File: src/rtl/syncdet_pkg.sv
package syncdet_pkg;
  // Window lengths are MIN_LEN + LEN_STEP * lenSel
  localparam int unsigned MIN_LEN  = 12;
  localparam int unsigned LEN_STEP = 4;

  // Strobes from control into the datapath
  typedef struct packed {
    logic restart;  // clear bit and watchdog counts
    logic hunting;  // counting enabled
  } dpCtl_t;
endpackage

File: src/rtl/syncdet_datapath.sv
module syncdet_datapath
  import syncdet_pkg::*;
#(
  parameter int unsigned MAX_LEN = 24,
  parameter int unsigned SEL_W   = 2,
  parameter int unsigned ERR_W   = 2,
  parameter int unsigned TMO_W   = 16
) (
  input  logic               clk,
  input  logic               rstN,
  input  dpCtl_t             ctl,
  input  logic               bitValid,
  input  logic               bitIn,
  input  logic [MAX_LEN-1:0] syncPattern,
  input  logic [SEL_W-1:0]   lenSel,
  input  logic [ERR_W-1:0]   errLimit,
  input  logic [TMO_W-1:0]   timeoutBits,
  output logic               matchHit,
  output logic               wdogExpire
);
  localparam int unsigned CNT_W = $clog2(MAX_LEN + 1);

  logic [MAX_LEN-1:0] shiftQ, shiftNext, winMask, diffBits;
  logic [CNT_W-1:0]   fillQ, lenBits, errCount;
  logic [CNT_W:0]     fillInc;
  logic [TMO_W-1:0]   wdogQ;
  logic [TMO_W:0]     wdogInc;
  logic               windowFull, takeBit;

  assign takeBit   = bitValid && ctl.hunting && !ctl.restart;
  assign shiftNext = {shiftQ[MAX_LEN-2:0], bitIn};
  assign lenBits   = CNT_W'(MIN_LEN + LEN_STEP * int'(lenSel));
  assign fillInc   = {1'b0, fillQ} + 1'b1;
  assign wdogInc   = {1'b0, wdogQ} + 1'b1;

  // Window mask and mismatch population count
  always_comb begin
    errCount = '0;
    for (int i = 0; i < MAX_LEN; i++) begin
      winMask[i]  = (CNT_W'(i) < lenBits);
      diffBits[i] = (shiftNext[i] ^ syncPattern[i]) & winMask[i];
      errCount    = errCount + CNT_W'(diffBits[i]);
    end
  end

  assign windowFull = (fillInc >= {1'b0, lenBits});
  assign matchHit   = takeBit && windowFull &&
                      (errCount <= CNT_W'(errLimit));
  assign wdogExpire = takeBit && (timeoutBits != '0) &&
                      (wdogInc == {1'b0, timeoutBits});

  always_ff @(posedge clk or negedge rstN) begin
    if (!rstN) begin
      shiftQ <= '0;
    end else if (bitValid) begin
      shiftQ <= shiftNext;
    end
  end

  always_ff @(posedge clk or negedge rstN) begin
    if (!rstN) begin
      fillQ <= '0;
      wdogQ <= '0;
    end else if (ctl.restart) begin
      fillQ <= '0;
      wdogQ <= '0;
    end else if (takeBit) begin
      if (fillQ < CNT_W'(MAX_LEN)) fillQ <= fillInc[CNT_W-1:0];
      wdogQ <= wdogInc[TMO_W-1:0];
    end
  end
endmodule

File: src/rtl/syncdet_control.sv
module syncdet_control
  import syncdet_pkg::*;
(
  input  logic   clk,
  input  logic   rstN,
  input  logic   arm,
  input  logic   matchHit,
  input  logic   wdogExpire,
  output dpCtl_t ctl,
  output logic   frameStart,
  output logic   timeoutPulse,
  output logic   lockFlag,
  output logic   viaTimeout,
  output logic   hunting
);
  assign ctl.restart = arm;
  assign ctl.hunting = hunting;

  always_ff @(posedge clk or negedge rstN) begin
    if (!rstN) begin
      hunting      <= 1'b0;
      frameStart   <= 1'b0;
      timeoutPulse <= 1'b0;
      lockFlag     <= 1'b0;
      viaTimeout   <= 1'b0;
    end else begin
      frameStart   <= 1'b0;
      timeoutPulse <= 1'b0;
      if (arm) begin
        hunting    <= 1'b1;
        lockFlag   <= 1'b0;
        viaTimeout <= 1'b0;
      end else if (hunting && matchHit) begin
        hunting    <= 1'b0;
        frameStart <= 1'b1;
        lockFlag   <= 1'b1;
        viaTimeout <= 1'b0;
      end else if (hunting && wdogExpire) begin
        hunting      <= 1'b0;
        frameStart   <= 1'b1;
        timeoutPulse <= 1'b1;
        viaTimeout   <= 1'b1;
      end
    end
  end
endmodule

File: src/rtl/syncdet_top.sv
module syncdet_top
  import syncdet_pkg::*;
#(
  parameter int unsigned MAX_LEN = 24,
  parameter int unsigned SEL_W   = 2,
  parameter int unsigned ERR_W   = 2,
  parameter int unsigned TMO_W   = 16
) (
  input  logic               clk,
  input  logic               rstN,
  input  logic               bitValid,
  input  logic               bitIn,
  input  logic [MAX_LEN-1:0] syncPattern,
  input  logic [SEL_W-1:0]   lenSel,
  input  logic [ERR_W-1:0]   errLimit,
  input  logic [TMO_W-1:0]   timeoutBits,
  input  logic               arm,
  output logic               frameStart,
  output logic               timeoutPulse,
  output logic               lockFlag,
  output logic               viaTimeout,
  output logic               hunting
);
  dpCtl_t ctl;
  logic   matchHit, wdogExpire;

  syncdet_datapath #(
    .MAX_LEN(MAX_LEN), .SEL_W(SEL_W), .ERR_W(ERR_W), .TMO_W(TMO_W)
  ) u_dp (
    .clk(clk), .rstN(rstN), .ctl(ctl),
    .bitValid(bitValid), .bitIn(bitIn),
    .syncPattern(syncPattern), .lenSel(lenSel),
    .errLimit(errLimit), .timeoutBits(timeoutBits),
    .matchHit(matchHit), .wdogExpire(wdogExpire)
  );

  syncdet_control u_ctl (
    .clk(clk), .rstN(rstN), .arm(arm),
    .matchHit(matchHit), .wdogExpire(wdogExpire), .ctl(ctl),
    .frameStart(frameStart), .timeoutPulse(timeoutPulse),
    .lockFlag(lockFlag), .viaTimeout(viaTimeout), .hunting(hunting)
  );
endmodule

File: config.mk
export PLATFORM = sky130hd
export DESIGN_NAME = syncdet_top
export DESIGN_NICKNAME = d
export VERILOG_FILES = /design/src/rtl/syncdet_pkg.sv /design/src/rtl/syncdet_datapath.sv /design/src/rtl/syncdet_control.sv /design/src/rtl/syncdet_top.sv
export SDC_FILE = /design/constraint.sdc
export NUM_CORES = 1
export LEC_CHECK = 0
export BUFFER_PORTS_ARGS = -buffer_cell sky130_fd_sc_hd__buf_2
export CORE_ASPECT_RATIO = 1.2
export CORE_UTILIZATION = 55
export CTS_BUF_LIST = sky130_fd_sc_hd__clkbuf_4 sky130_fd_sc_hd__clkbuf_8
export DETAILED_ROUTE_END_ITERATION = 8
export PLACE_DENSITY = 0.77
export SYNTH_ARGS = -nofsm -noshare
export SYNTH_HDL_FRONTEND = slang
export SYNTH_SLANG_ARGS = --single-unit
export TNS_END_PERCENT = 5
File: constraint.sdc
create_clock -name clk -period 7.15 [get_ports clk]
set_clock_uncertainty 0.2 [all_clocks]
set_input_delay 1.0725 -clock clk [delete_from_list [all_inputs] [get_ports clk]]
set_output_delay 1.0725 -clock clk [all_outputs]
set_load 0.005 [all_outputs]
### After elaboration in Yosys (flattened, before gate mapping)

Cells that the tools add are included.

| word-level totals | value |
|---|---|
| bits of input ports | 49 |
| flip-flop bits (word level) | 49 |
| output and inout bits | 5 |
| word-level logic and storage cells | 143 |

| operators by class | value |
|---|---|
| bitwise operators | 48 |
| add/sub/neg operators | 26 |
| eq/ne operators | 1 |
| reduce and logical (&&, ||, !) cells | 15 |
| magnitude comparators | 27 |
| mux-type cells | 18 |

Operators with widths:

| operator | number |
|---|---|
| adder 5 x 1 -> 5 bit | 22 |
| less-than comparator 4 x 5 -> 1 bit, first input constant | 8 |
| less-than comparator 5 bit, first input constant | 8 |
| two-way mux 16 bit | 2 |
| bitwise AND 1 bit | 24 |
| bitwise XOR 1 bit | 24 |
| less-than comparator 3 x 5 -> 1 bit, first input constant | 4 |
| adder 16 x 1 -> 17 bit, second input constant | 1 |
| equality test 17 x 16 -> 1 bit | 1 |
| nonzero test 16 bit | 1 |
| two-way mux 5 bit | 3 |
| two-way mux 1 bit | 13 |
| less-than comparator 1 x 5 -> 1 bit, first input constant | 2 |
| less-than comparator 2 x 5 -> 1 bit, first input constant | 2 |
| logical AND 1 bit | 8 |
| adder 5 x 1 -> 6 bit, second input constant | 1 |
| greater-or-equal comparator 6 x 5 -> 1 bit | 1 |
| nonzero test 2 bit | 3 |
| adder 4 x 4 -> 5 bit, first input constant | 1 |
| <= comparator 5 x 2 -> 1 bit | 1 |
| less-than comparator 5 bit, second input constant | 1 |
| nonzero test 3 bit | 1 |
| adder 1 x 1 -> 2 bit | 1 |
| AND reduction 2 bit | 1 |
| zero test 1 bit | 1 |

### Depth between registers and ports, before layout

| depth | value |
|---|---|
| word-level depth | 31 |
| mapped depth | 22 |

### Cells and area by module

From an unflattened synthesis, not the netlist that was laid out.

| second synthesis, totals | value |
|---|---|
| cell total of the unflattened synthesis | 366 |
| area total of the unflattened synthesis | 3664.8 sq um |

Modules (own cells, without submodules):

| module | cells each | area an instance (sq um) | times used |
|---|---|---|---|
| syncdet_datapath | 351 | 3462.1 | 1 |
| syncdet_control | 15 | 202.7 | 1 |

### Worst setup path after synthesis

OpenSTA, ideal clock, no wires.

| timing | value |
|---|---|
| path kind | input to register |
| start | input lenSel[0] |
| end | register u_ctl.hunting |
| buffers on the path | 0 |
| cell stages on the path | 22 |
| path slack | 0.319 ns |
| setup time | 0.120 ns |
| arrival time | 6.512 ns |
| cells stage by stage | inv_1 -> ha_1 -> nand2_1 -> nor2_1 -> nor2_1 -> ha_1 -> inv_1 -> fa_1 -> inv_1 -> fa_1 -> fa_1 -> fa_1 -> fa_1 -> fa_1 -> inv_1 -> fa_1 -> inv_1 -> ha_1 -> nor2b_1 -> o21ai_0 -> nand4_1 -> a31o_1 |

| on the way | value |
|---|---|
| word-level cells in the longest chain between the ends | 31 |
| elaborated cells on any way between the ends | 80 |
| classes of those cells | add/sub: 24; order compare: 26; mux: 2; bitwise: 24; reduce/logical: 4 |

Ends and longest elaborated chain:

| item | RTL line | source |
|---|---|---|
| from (decl) | syncdet_top.sv:14 | `input logic [SEL_W-1:0] lenSel,` |
| adder 4 x 4 -> 5 bit * | syncdet_datapath.sv:32 | `assign lenBits = CNT_W'(MIN_LEN + LEN_STEP * int'(lenSel));` |
| less-than comparator 1 x 5 -> 1 bit | syncdet_datapath.sv:40 | `winMask[i] = (CNT_W'(i) < lenBits);` |
| bitwise AND 1 bit | syncdet_datapath.sv:41 | `diffBits[i] = (shiftNext[i] ^ syncPattern[i]) & winMask[i];` |
| adder 1 x 1 -> 2 bit | syncdet_datapath.sv:42 | `errCount = errCount + CNT_W'(diffBits[i]);` |
| adder 5 x 1 -> 5 bit (22 in a row) | syncdet_datapath.sv:42 |  |
| <= comparator 5 x 2 -> 1 bit | syncdet_datapath.sv:48 | `(errCount <= CNT_W'(errLimit));` |
| logical AND 1 bit * | syncdet_datapath.sv:47 | `assign matchHit = takeBit && windowFull &&` |
| logical AND 1 bit * | syncdet_control.sv:33 | `end else if (hunting && matchHit) begin` |
| two-way mux 1 bit | syncdet_control.sv:33 |  |
| two-way mux 1 bit | syncdet_control.sv:29 | `if (arm) begin` |
| to (signal assigned) | syncdet_control.sv:30 | `hunting <= 1'b1;` |
| to (signal assigned) | syncdet_control.sv:34 | `hunting <= 1'b0;` |
| to (signal assigned) | syncdet_control.sv:39 | `hunting <= 1'b0;` |
| to (decl) | syncdet_control.sv:14 | `output logic hunting` |

Every way passes the cells marked *; elsewhere a longest branch is shown, timed or not.
A chain may end at the register's enable or synchronous reset.

### Final worst setup path

Ends and elaborated chain as after synthesis.

==> metrics.md <==
| Metric | Value |
|---|---|
| Final number of setup-violating endpoints | 0 |
| Finished Layout Cells | between 500 and 600 |
| Worst setup path category | input pin to flip-flop |
| Synth-to-Final Area Change | 11.8% |
| Via/cell ratio | between 5 and 6 |
| Final hold violations | 0 |
| Leakage power | 1.87 nW |
| Placer Congestion | 0.880 |
| Gr ovfl total | 0 |
| Minimum clock period | around 6.8 ns |
| Bufs on Longest Clock Path | 2 |
| Share of layout cells above drive strength 1 | 0.220 |
| Nets | 506 |
| Pre-Repair DR Iteration Count | 4 |
| First-pass GRT wire length | ~13000 um |
| Clk slew on worst S/H paths | 0.08 ns |
| # H-tree levels | 2 |
| Top cell type's share of synthesized area | 0.337 |
| Antenna violations before repair | 0 |
| Latest clock arrival within the worst-skew pair | 0.30 ns |
| Relative slew slack | 0.576 |
| Status | completed |
| Number of enable flip-flop cells after synthesis | 0 |
| Commonest non-fill, non-tap cell in the layout | buf_2 |
| Seq cells post-synth | 49 |
| Wire per inst | 14.4 um |
| Distinct cells, synth | 51 |
| Initial drt markers | 88 |
| Fin crit share | 0.950 |
| Die area | 6950 um^2 |
| ANT nets after route | 0 |
| FP Rows | 32 |
| Syn nets | 457 |
| Setup WS post-layout | roughly 0.36 ns |
| CP max FO | 5 |
| CTS Root Cell | clkbuf_8 |
| Count of yosys warnings during synthesis | 0 |
| Die width | 76.3 um |
| Gr usage total | 0.226 |
| Starting Density | 0.569 |
| Most common cell on crit path | fa_1 |
| Top cells by area, synth | dfrtp_1 34%, xnor2_1 9.4%, fa_1 9.3% |
| Synthesized instance count | 373 |
| Max cap viols | 0 |
| # clock sinks | 49 |
| Worst path cell trace | buf_2 -> inv_1 -> ha_1 -> nand2_1 -> nor2_2 -> nor2_1 -> ha_1 -> inv_1 -> fa_1 -> inv_1 -> fa_1 -> fa_1 -> fa_1 -> fa_1 -> fa_1 -> inv_1 -> fa_1 -> inv_1 -> ha_1 -> nor2b_1 -> o21ai_1 -> nand4_1 -> a31o_1 |
| RSZ-0062 raised after global routing | no |
| # placed instances | 500 |
| Syn avg cell area | 9.76 um^2 |
| Slew Viols, Final | 0 |
| Post-route cell area | 4070 um^2 |
| Vias in the first global route | roughly 2.8k |
| Synthesized cell area | 3640 um^2 |
| VDD IR-drop max | approximately 0.00042 V |
| DR vias | 2747 |
| Final setup TNS | 0 ns |
| Overall power | 2.18 mW |
| WL final | around 7300 um |
| Cell taking the most area after synthesis | dfrtp_1 |
| Critical Path RT | 7.15 ns |
| Crit. End Element | flip-flop |
| Top FF cell, synth | dfrtp_1 |
| CTS tree | done |
| Ant. Diodes | 0 |
| TritonCTS Buffers | 5 |
| Placement Setup Slack | -0.0543 ns |
| Port Buf Inserts | 53 |
| Io pins | 54 |
| Startpoint Class | input pin |
| Core area | approximately 6400 um^2 |
| Actual slew at the worst max-slew pin | 0.635 ns |
| Most frequent cells in the layout | 53 x buf_2, 49 x dfrtp_1, 39 x xnor2_1, 35 x nor2_1, 34 x inv_1 |
| Asr flop ratio synth | 1.00 |
| Crit-path max cell delay | about 0.53 ns |
| Die Ht | 91.1 um |
| Residual DRC | 0 |
| # fillers | 561 |
| Dpl hpwl | 5650 um |
| Seq/Total Area, Yosys | 0.337 |
| Worst min path class | flip-flop to flip-flop |
| Worst EP arrival | 6.79 ns |
| Max stage delay cell, worst path | fa_1 |
| Cell area power density | ~540 nW/um^2 |
| Pin count of the biggest net entering global routing | 50 |
| Max Fclk | 147 MHz |
| Placement Cell Area | 3980 um^2 |
==> Yosys cell counts (5+ instances only) <==
master    count
fa_1         17
buf_2         6
clkbuf_1      7
xor2_1       22
inv_1        34
a21oi_1      12
nor2_1       36
nor4_1        5
nand2_1      21
dfrtp_1      49
nand3_1       9
o21ai_0       9
nand4_1       8
ha_1         18
or3_1         6
mux2_2       23
nor3_1       13
xnor2_1      39
==> cell families after synthesis <==
kind of cell / Yosys count / synth area share
xor gates and xnor gates: 61 / 0.147
adders and majority gates: 36 / 0.158
buffers and inverters: 49 / 0.0529
DFF: 49 / 0.337
muxes: 24 / 0.0739
AOI/OAI and AO/OA: 38 / 0.0690
and+or+nand+nor: 116 / 0.163
==> flip-flops by register name, summed over array words and instances (netlist names) <==
name	flops
u_ctl.frameStart	1
u_ctl.hunting	1
u_ctl.lockFlag	1
u_ctl.timeoutPulse	1
u_ctl.viaTimeout	1
u_dp.fillQ	5
u_dp.shiftQ	23
u_dp.wdogQ	16
==> worst max-delay path: cells and delay by family <==
family	cells	cell delay [ns]
buf+inv	6	0.45
simple gates	5	0.64
fa+ha+maj	10	4.25
compound gates	2	0.39
==> area by class of cell <==
class / instances / area, um^2 / area share
timing repair buffer: 57 / 295 / 0.0725
inverter: 34 / 128 / 0.0313
tap: 85 / 106 / 0.0261
multi-input combinational: 275 / 2230 / 0.547
clock buffer: 7 / 90.1 / 0.0221
sequential: 49 / 1230 / 0.301
==> final timing paths <==
kind / end / cells after the start / startpoint / slack, ns
min: u_ctl.lockFlag$_DFFE_PN0P_ / 2 / u_ctl.lockFlag$_DFFE_PN0P_ / 0.32
max in group asynchronous: u_dp.shiftQ[2]$_DFFE_PN0P_ / 2 / rstN / 5.65
min in group asynchronous: u_dp.shiftQ[16]$_DFFE_PN0P_ / 2 / rstN / 0.67
min reg2reg: u_ctl.lockFlag$_DFFE_PN0P_ / 2 / u_ctl.lockFlag$_DFFE_PN0P_ / 0.32
max: u_ctl.hunting$_DFFE_PN0P_ / 23 / lenSel[0] / 0.36
max reg2reg: u_ctl.hunting$_DFFE_PN0P_ / 19 / u_dp.shiftQ[0]$_DFFE_PN0P_ / 1.25
==> per-layer routing <==
layer  global-route usage  routed length (um)
met1                0.282                3150
met2                0.400                3790
met3               0.0281                 235
met4               0.0769                 122
met5                    0                   0
==> stage by stage <==
step           utilization  hold slack [ns]
6_report             0.636            0.320
5_1_grt              0.636            0.358
4_1_cts              0.635            0.326
3_5_place_dp         0.621            0.314
3_3_place_gp         0.621            0.307
2_1_floorplan            -            0.301
==> power by group <==
| group | total, mW | switching, mW | internal [mW] | leakage (nW) |
|---|---|---|---|---|
| clock network | 0.170 | 0.0889 | 0.0807 | 0.0477 |
| registers | 0.399 | 0.0592 | 0.339 | 0.632 |
| logic | 1.62 | 0.865 | 0.750 | 1.19 |
==> timing repair <==
item,in CTS,in global routing
setup buffers,0,0
endpoints found under the setup margin,0,3
gates resized for setup,0,2
hold buffers,0,0
hold endpoints to repair,0,0
Note: power is estimated with default switching activity, not from simulation.
